### src/rtl/port_pkg.sv
`timescale 1ns/1ps
package port_pkg;

    typedef enum logic [1:0] {
        PORT_EMPTY = 2'd0,
        PORT_LOAD  = 2'd1,
        PORT_READY = 2'd2
    } port_state_e;

    typedef struct packed {
        logic sel_lo_n;
        logic sel_hi;
        logic stb;
        logic clr_n;
    } port_ctl_t;

    localparam port_ctl_t CTL_IDLE = '{sel_lo_n: 1'b1, sel_hi: 1'b0, stb: 1'b0, clr_n: 1'b1};

endpackage

### src/rtl/port_sampler.sv
`timescale 1ns/1ps
module port_sampler
    import port_pkg::*;
#(
    parameter int DATA_W = 8
) (
    input  logic              clk,
    input  logic              rst_n,
    input  port_ctl_t         ctl_in,
    input  logic [DATA_W-1:0] din,
    output port_ctl_t         ctl_q,
    output logic [DATA_W-1:0] din_q
);

    // Single capture stage: all later logic works from these copies only.
    always_ff @(posedge clk or negedge rst_n) begin
        if (!rst_n) begin
            ctl_q <= CTL_IDLE;
            din_q <= '0;
        end else begin
            ctl_q <= ctl_in;
            din_q <= din;
        end
    end

endmodule

### src/rtl/port_decode.sv
`timescale 1ns/1ps
module port_decode
    import port_pkg::*;
(
    input  port_ctl_t ctl_q,
    output logic      selected,
    output logic      win,
    output logic      clr_act
);

    always_comb begin
        selected = !ctl_q.sel_lo_n && ctl_q.sel_hi;
        win      = selected && ctl_q.stb;
        // clear only acts while the strobe is low
        clr_act  = !ctl_q.stb && !ctl_q.clr_n;
    end

endmodule

### src/rtl/port_fsm.sv
`timescale 1ns/1ps
module port_fsm
    import port_pkg::*;
(
    input  logic clk,
    input  logic rst_n,
    input  logic win,
    input  logic clr_act,
    output logic srq
);

    port_state_e state_q, state_d;

    always_comb begin
        state_d = state_q;
        unique case (state_q)
            PORT_EMPTY: begin
                if (win)          state_d = PORT_LOAD;
            end
            PORT_LOAD: begin
                if (win)          state_d = PORT_LOAD;
                else if (clr_act) state_d = PORT_EMPTY;
                else              state_d = PORT_READY;
            end
            PORT_READY: begin
                if (win)          state_d = PORT_LOAD;
                else if (clr_act) state_d = PORT_EMPTY;
            end
            default:              state_d = PORT_EMPTY;
        endcase
    end

    always_ff @(posedge clk or negedge rst_n) begin
        if (!rst_n) state_q <= PORT_EMPTY;
        else        state_q <= state_d;
    end

    always_comb begin
        unique case (state_q)
            PORT_READY: srq = 1'b1;
            default:    srq = 1'b0;
        endcase
    end

    assert_req_rise_R6: assert property (@(posedge clk) disable iff (!rst_n)
        (state_q == PORT_LOAD && !win && !clr_act) |=> srq);

    assert_req_drop_R7: assert property (@(posedge clk) disable iff (!rst_n)
        win |=> !srq);

    assert_req_clear_R8: assert property (@(posedge clk) disable iff (!rst_n)
        clr_act |=> !srq);

    assert_req_hold_R5: assert property (@(posedge clk) disable iff (!rst_n)
        (state_q != PORT_LOAD && !win && !clr_act) |=> $stable(srq));

endmodule

### src/rtl/port_latch.sv
`timescale 1ns/1ps
module port_latch #(
    parameter int DATA_W = 8
) (
    input  logic              clk,
    input  logic              rst_n,
    input  logic              win,
    input  logic              clr_act,
    input  logic [DATA_W-1:0] din_q,
    output logic [DATA_W-1:0] dout
);

    // Open window beats clear; clear beats hold.
    always_ff @(posedge clk or negedge rst_n) begin
        if (!rst_n)       dout <= '0;
        else if (win)     dout <= din_q;
        else if (clr_act) dout <= '0;
    end

    assert_follow_R2: assert property (@(posedge clk) disable iff (!rst_n)
        win |=> (dout == $past(din_q)));

    assert_clear_zero_R4: assert property (@(posedge clk) disable iff (!rst_n)
        clr_act |=> (dout == '0));

    assert_hold_R5: assert property (@(posedge clk) disable iff (!rst_n)
        (!win && !clr_act) |=> $stable(dout));

endmodule

### src/rtl/byte_out_port.sv
`timescale 1ns/1ps
module byte_out_port
    import port_pkg::*;
#(
    parameter int DATA_W = 8
) (
    input  logic              clk,
    input  logic              rst_n,
    input  logic              sel_lo_n,
    input  logic              sel_hi,
    input  logic              stb,
    input  logic              clr_n,
    input  logic [DATA_W-1:0] din,
    output logic [DATA_W-1:0] dout,
    output logic              srq
);

    port_ctl_t         ctl_in, ctl_q;
    logic [DATA_W-1:0] din_q;
    logic              selected, win, clr_act;

    always_comb begin
        ctl_in.sel_lo_n = sel_lo_n;
        ctl_in.sel_hi   = sel_hi;
        ctl_in.stb      = stb;
        ctl_in.clr_n    = clr_n;
    end

    port_sampler #(.DATA_W(DATA_W)) u_sampler (
        .clk    (clk),
        .rst_n  (rst_n),
        .ctl_in (ctl_in),
        .din    (din),
        .ctl_q  (ctl_q),
        .din_q  (din_q)
    );

    port_decode u_decode (
        .ctl_q    (ctl_q),
        .selected (selected),
        .win      (win),
        .clr_act  (clr_act)
    );

    port_fsm u_fsm (
        .clk     (clk),
        .rst_n   (rst_n),
        .win     (win),
        .clr_act (clr_act),
        .srq     (srq)
    );

    port_latch #(.DATA_W(DATA_W)) u_latch (
        .clk     (clk),
        .rst_n   (rst_n),
        .win     (win),
        .clr_act (clr_act),
        .din_q   (din_q),
        .dout    (dout)
    );

    // A strobe without both selects must not open a window.
    assert_select_R1: assert property (@(posedge clk) disable iff (!rst_n)
        (ctl_q.stb && !selected && ctl_q.clr_n) |=> $stable(dout));

endmodule

### config.mk
export PLATFORM = sky130hd
export DESIGN_NAME = byte_out_port
export DESIGN_NICKNAME = d
export VERILOG_FILES = /design/src/rtl/port_pkg.sv /design/src/rtl/port_sampler.sv /design/src/rtl/port_decode.sv /design/src/rtl/port_fsm.sv /design/src/rtl/port_latch.sv /design/src/rtl/byte_out_port.sv
export SDC_FILE = /design/constraint.sdc
export NUM_CORES = 1
export LEC_CHECK = 0
export BUFFER_PORTS_ARGS = -buffer_cell sky130_fd_sc_hd__clkbuf_2
export CAP_MARGIN = 30
export CORE_MARGIN = 2
export CORE_UTILIZATION = 54
export CTS_BUF_LIST = sky130_fd_sc_hd__clkbuf_8
export DETAILED_ROUTE_END_ITERATION = 12
export GPL_ROUTABILITY_DRIVEN = 0
export HOLD_SLACK_MARGIN = 0.08
export PLACE_DENSITY = 0.82
export SETUP_SLACK_MARGIN = 0.4
export SLEW_MARGIN = 10
export SYNTH_ARGS = -nofsm -noshare
export SYNTH_HDL_FRONTEND = slang
export SYNTH_SLANG_ARGS = --single-unit
### constraint.sdc
create_clock -name clk -period 1.9 [get_ports clk]
set_input_delay 0.38 -clock clk [delete_from_list [all_inputs] [get_ports clk]]
set_output_delay 0.38 -clock clk [all_outputs]
set_load 0.02 [all_outputs]
==> reports/metrics.csv, run 1 <==
metric,value,unit
"Top FF cell, synth",dfrtp_1,
Setup TNS,0,ps
min Tclk post-route,1320,ps
Max clock buf depth,2,
crit path kind,register to output port,
# Post-CTS Setup Buffers,0,
Seq cells post-synth,22,
Synth cell types,16,
Die Ht,44.1,µm
Synth top area share,57.6,%
layout cells sized above 1,33.3,%
pwr dens,901,mW/mm²
CTS tree,yes,
CP bufs+invs,1,
asr flop ratio synth,100,%
CP Depth,2,
R2R Path Start,u_sampler.ctl_q[1],
first-pass GRT wire length,2130,µm
fin. max-slew vios,0,
vias in the first global route,511,
R2R cell count,2,
Worst Skew,0.897,ps
mapped cell area,870,µm²
clock-pin transition on the worst setup and hold timing paths,70,ps
Die Footprint,0.00195,mm²
number of flops mapped to enable cells by yosys,0,
RSZ-0062 raised after global routing,no,
Peak Freq,0.758,GHz
clock latency at the later pin of the worst-skew pair,250,ps
# DRC,0,
Critical Path Source,u_fsm.state_q[0],
Final HPWL DP,908,µm
final hold violation count,0,
total number of vias,565,
Pwr Total,0.904,mW
Worst Path Arrival,940,ps
worst setup path end,srq,
"slowest stage delay, CP",400,ps
core area,0.00151,mm²
Finish-stage setup viols,0,
Synth Warn #,0,
commonest cells in the netlist,"dfrtp_1 (20), nand2_1 (9), nand3b_1 (8), nand4b_1 (8), o211ai_1 (8)",
Syn Area/Cell,13.0,µm²
Starting Density,57.7,%
vias per std cell,5.49,
Die X,44.1,µm
top-level I/O count,23,
Antenna Violating Nets Remaining,0,
Worst Tran Pin Value,684,ps
Crit. End Element,output port,
syn_nets,81,
DR iter-0 viols,9,
worst-path cell with the longest stage delay,dfrtp_1,
final wirelength,1320,µm
total track usage,15.5,%
crit-path cells,nor2b_1 -> clkbuf_2,
Mapped Cells,67,
Max-Cap Viols,0,
Max IR drop VDD,0.617,mV
final worst-path cycle share,69.5,%
post-cts hold buffer count,0,
critical path's top delay family,flip-flops,
CP Max Fanout,3,
Worst Setup Start Kind,register,
pin count of the biggest net entering global routing,28,
cells resized by post-CTS repair,0,
# port buffers,22,
CTS Root Cell,clkbuf_8,
Total Nets Final,102,
row count,14,
initial antenna violation count,0,
top-count cell post-synth,dfrtp_1,
CTS H-tree lvls,1,
First-pass DRT Iterations,4,
area grow syn2layout,15.4,%
drt wl/cell,12.8,µm
GR Overflow Total,0,
headroom to the max-slew limit,54.4,%
Hold Crit Class,primary input to asynchronous set/reset pin,
R2R setup slack,700,ps
leakage power,0.453,nW
clock sink count,22,
"top cells by area, synth","dfrtp_1 (58%), nand4b_1 (8.1%), nand3b_1 (6.9%), o211ai_1 (6.9%), dfstp_2 (6.0%)",
Inserted Diodes,0,
cts bufs inserted,3,
worst r2r dst,u_latch.dout[7],
status,"finished, final reports clean",
WP data required,1520,ps
fillers,125,
register area share after synthesis,63.6,%
largest area contributor in the netlist,dfrtp_1,
[state kept, by name (all words and copies together), names as in the netlist]
signal           cells
u_fsm.state_q        2
u_latch.dout         8
u_sampler.ctl_q      4
u_sampler.din_q      8
[routing by layer]
metal / up-vias / wire [µm] / GRT usage, %
li1: 278 / - / -
met1: 267 / 610 / 20.1
met2: 16 / 619 / 23.8
met3: 4 / 67 / 3.67
met4: 0 / 21 / 9.09
met5: - / 0 / 0
[logic make-up after synthesis]
family | after synthesis | share of synthesized area (%)
XOR/XNOR | 1 | 1.01
AO/OA/AOI/OAI | 9 | 8.35
AND/OR/NAND/NOR | 29 | 22.3
flip-flops | 22 | 63.6
buffers and inverters | 6 | 4.75
[metrics by stage]
step                      area, µm²  setup slack (ps)  hold WS, ps  util, %  std cells
after detailed placement        958               724          374     63.6         99
after global routing           1000               521          107     66.6        103
after global placement          958               773          367     63.6         99
after floorplan                 870               817         84.4        -         67
after CTS                      1000               567         96.4     66.6        103
final                          1000               580         83.2     66.6        103
[cell usage in the layout, fill, tap and decap left out]
master / instances
and3_1: 1
inv_1: 1
o211ai_1: 8
nor2b_1: 1
xnor2_1: 1
nor2_1: 1
clkbuf_2: 22
dfrtp_1: 20
nand2_1: 9
nand3b_1: 8
nand4b_1: 8
nor2b_4: 1
dfstp_2: 2
a211oi_2: 1
clkbuf_8: 3
[how the worst min path moves through the flow]
stage | start | endpoint | slack [ps]
2_1_floorplan | rst_n | u_fsm.state_q[0] | 80
4_1_cts | rst_n | u_sampler.din_q[7] | 100
3_5_place_dp | rst_n | u_sampler.din_q[5] | 370
3_3_place_gp | rst_n | u_sampler.din_q[5] | 370
6_report | rst_n | u_sampler.ctl_q[2] | 80
5_1_grt | rst_n | u_sampler.din_q[7] | 110
[where the power goes]
group          total (mW)  internal [mW]  switching (mW)
logic              0.0972         0.0435          0.0537
registers           0.532          0.501          0.0312
clock network       0.274          0.144           0.131
total               0.904          0.688           0.215
[worst reg2reg max path: cells and delay by family, from the launching register on]
family          cells  cell delay, ps
flops               1             780
simple gates        1             200
compound gates      1              90
[area by class of cell]
class / instances / area, µm² / area share (%)
repair buffers: 22 / 110 / 11.0
multi-input cells: 39 / 275 / 27.4
flip-flops and latches: 22 / 553 / 55.1
clock buffers: 3 / 41.3 / 4.11
clock inverters: 1 / 3.75 / 0.374
well taps: 16 / 20.0 / 2.00
(Power assumes the default switching activity.)
==> run 2: changes to the inputs <==
--- a/config.mk
+++ b/config.mk
@@ -5,15 +5,16 @@
 export SDC_FILE = /design/constraint.sdc
 export NUM_CORES = 1
 export LEC_CHECK = 0
+export ABC_AREA = 1
 export BUFFER_PORTS_ARGS = -buffer_cell sky130_fd_sc_hd__clkbuf_2
 export CAP_MARGIN = 30
 export CORE_MARGIN = 2
-export CORE_UTILIZATION = 54
+export CORE_UTILIZATION = 46
 export CTS_BUF_LIST = sky130_fd_sc_hd__clkbuf_8
 export DETAILED_ROUTE_END_ITERATION = 12
 export GPL_ROUTABILITY_DRIVEN = 0
 export HOLD_SLACK_MARGIN = 0.08
-export PLACE_DENSITY = 0.82
+export PLACE_DENSITY = 0.75
 export SETUP_SLACK_MARGIN = 0.4
 export SLEW_MARGIN = 10
 export SYNTH_ARGS = -nofsm -noshare
==> constraint.sdc (replaced) <==
create_clock -name clk -period 1.1 [get_ports clk]
set_input_delay 0.22 -clock clk [delete_from_list [all_inputs] [get_ports clk]]
set_output_delay 0.22 -clock clk [all_outputs]
set_load 0.02 [all_outputs]
==> reports/metrics.csv, run 2 <==
metric,value,unit,change
CTS Root Cell,clkbuf_8,,
GR Overflow Total,0,,unchanged
status,"complete, but fails checks",,
asr flop ratio synth,100,%,unchanged
post-cts hold buffer count,12,,+12
Synth cell types,17,,+1
"top cells by area, synth","dfrtp_1 (64%), dfstp_2 (6.7%), nand4_1 (6.4%), nand3_1 (5.1%), nand2_1 (3.8%)",,
Setup WS post-layout,-15.3,ps,-596 ps
Final HPWL DP,959,µm,+5.6%
Finish-stage setup viols,1,,+1
Clk pwr share,31.1,%,+0.8 points
placed cell count,97,,-2.0%
First-pass DRT Iterations,4,,unchanged
pwr dens,1390,mW/mm²,+54%
fin. max-slew vios,0,,unchanged
vias in the first global route,636,,+24%
combinational share of power,18.4,%,+7.6 points
Syn Area/Cell,13.3,µm²,+2.3%
final wirelength,1740,µm,+32%
total track usage,18.4,%,+2.9 points
Hold WS,-81.5,ps,-165 ps
total number of vias,629,,+11%
CTS tree,yes,,
leakage power,0.661,nW,+46%
top-level I/O count,23,,unchanged
min Tclk post-route,1120,ps,
R2R setup slack,80,ps,-620 ps
final core utilization,82.9,%,+16 points
Worst Tran Pin Value,511,ps,-173 ps
largest area contributor in the netlist,dfrtp_1,,
CTS H-tree lvls,1,,unchanged
Die Ht,45.3,µm,+2.6%
drt wl/cell,14.4,µm,+13%
Starting Density,50.2,%,-7.5 points
most frequent cells in the layout,"dfrtp_1 (18), clkbuf_8 (13), clkbuf_2 (13)",,
Max-Cap Viols,0,,unchanged
Die Footprint,0.00205,mm²,+5.2%
Worst Skew,1.12,ps,+0.223 ps
final hold violation count,20,,+20
Met3 Wirelength,64,µm,-4.5%
Max IR drop VDD,1.08,mV,+74%
NetSw,0.431,mW,+100%
core area,0.00156,mm²,+3.5%
pin count of the biggest net entering global routing,23,,-18%
Non-Filler Instances,121,,+17%
Flop pwr share,50.4,%,-8.5 points
Synth Warn #,0,,unchanged
Inserted Diodes,0,,unchanged
Die X,45.3,µm,+2.6%
# port buffers,22,,unchanged
clock sink count,22,,unchanged
P_int,1.36,mW,+98%
RSZ-0062 raised after global routing,yes,,
Sw Share,24.0,%,+0.18 points
violated checks,"negative hold slack, negative setup slack",,
Mapped Cells,59,,-12%
clock-pin transition on the worst setup and hold timing paths,70,ps,about the same
# DRC,0,,unchanged
DR iter-0 viols,10,,+1
mapped cell area,783,µm²,-9.9%
Antenna Violating Nets Remaining,0,,unchanged
top-count cell post-synth,dfrtp_1,,
cts bufs inserted,3,,unchanged
Hold Crit Class,primary input to asynchronous set/reset pin,,
WP data required,880,ps,-640 ps
Worst Setup Start Kind,register,,
fillers,77,,-38%
syn_nets,73,,-9.9%
vias per std cell,5.20,,-5.2%
clock latency at the later pin of the worst-skew pair,250,ps,about the same
initial antenna violation count,0,,unchanged
register area share after synthesis,70.6,%,+7.0 points
commonest cells in the netlist,"dfrtp_1 (20), nand2_1 (8), nand3_1 (8), nand4_1 (8)",,
Total Nets Final,120,,+18%
Post-Place Worst Slack,154,ps,-569 ps
DR WL met2,951,µm,+54%
"most common cell after layout, fill and taps aside",dfrtp_1,,
number of flops mapped to enable cells by yosys,0,,unchanged
area grow syn2layout,65.0,%,
top flop regs,"u_latch.dout x8, u_sampler.din_q x8, u_sampler.ctl_q x4",,
crit path kind,register to output port,,
Crit. End Element,output port,,
CP Max Fanout,2,,-1
Synth top area share,63.9,%,+6.3 points
Seq cells post-synth,22,,unchanged
first-pass GRT wire length,2560,µm,+20%
Max clock buf depth,2,,unchanged
Worst Path Arrival,900,ps,-40 ps
Peak Freq,0.897,GHz,
row count,14,,unchanged
final worst-path cycle share,101,%,
headroom to the max-slew limit,65.9,%,+12 points
layout cells sized above 1,55.2,%,+22 points
Max Used Layer,met4,,
M1 WL,719,µm,+18%
R2R cell count,4,,+2
"Top FF cell, synth",dfrtp_1,,
[run 2: area by class of cell]
class,instances,area (µm²),share of cell area [%]
sequential,22,556,43.0
multi-input combinational,32,251,19.5
clock buffer,4,55.1,4.26
tap,16,20.0,1.55
inverter,4,25.0,1.94
timing repair buffer,43,385,29.8
[run 2: worst max-delay path, cell delays in order (launching register included)]
cell	delay, ps
dfrtp_1	390
nor2_2	110
clkbuf_8	140
[run 2: power groups by stage]
stage               logic (mW)  clock network (mW)  registers [mW]
finish                   0.331               0.559           0.906
global route             0.356               0.610           0.912
CTS                      0.309               0.575           0.906
detailed placement       0.187                   0           0.918
global placement         0.181                   0           0.917
floorplan               0.0837                   0           0.937
[run 2: path summary, 6_finish.rpt]
path | from | endpoint
min in group clk | din[5] | u_sampler.din_q[5]
max in group asynchronous | rst_n | u_sampler.ctl_q[2]
worst min-delay path | rst_n | u_sampler.din_q[4]
worst max register to register | u_sampler.ctl_q[3] | u_latch.dout[4]
worst min register to register | u_sampler.din_q[2] | u_latch.dout[2]
worst max-delay path | u_fsm.state_q[0] | srq
[run 2: cell families after synthesis]
| logic type | count (synthesis) | synth area share (%) |
|---|---|---|
| AND/OR/NAND/NOR | 29 | 22.2 |
| flip-flops | 22 | 70.6 |
| buffers and inverters | 6 | 4.95 |
| AO/OA/AOI/OAI | 1 | 1.12 |
| XOR/XNOR | 1 | 1.12 |
[run 2: routing by layer]
| metal | track usage, % | vias up |
|---|---|---|
| li1 | - | 293 |
| met1 | 20.4 | 312 |
| met2 | 33.1 | 22 |
| met3 | 6.00 | 2 |
| met4 | 5.88 | 0 |
| met5 | 0 | - |
[run 2: stage by stage]
stage          instance area, µm²  TNS, ps  total power, mW
2_1_floorplan                 788        0             1.02
3_3_place_gp                  915        0             1.10
3_5_place_dp                  915        0             1.11
4_1_cts                      1270    -25.8             1.79
5_1_grt                      1290    -52.9             1.88
6_report                     1290    -15.3             1.80
[run 2: what timing repair did]
action                                  CTS  global route
gates cloned                              1             0
buffers inserted                          5             4
endpoints found under the setup margin   19            25
pin swaps                                 8             1
resized for setup                        30             6
hold endpoints to repair                 32            21
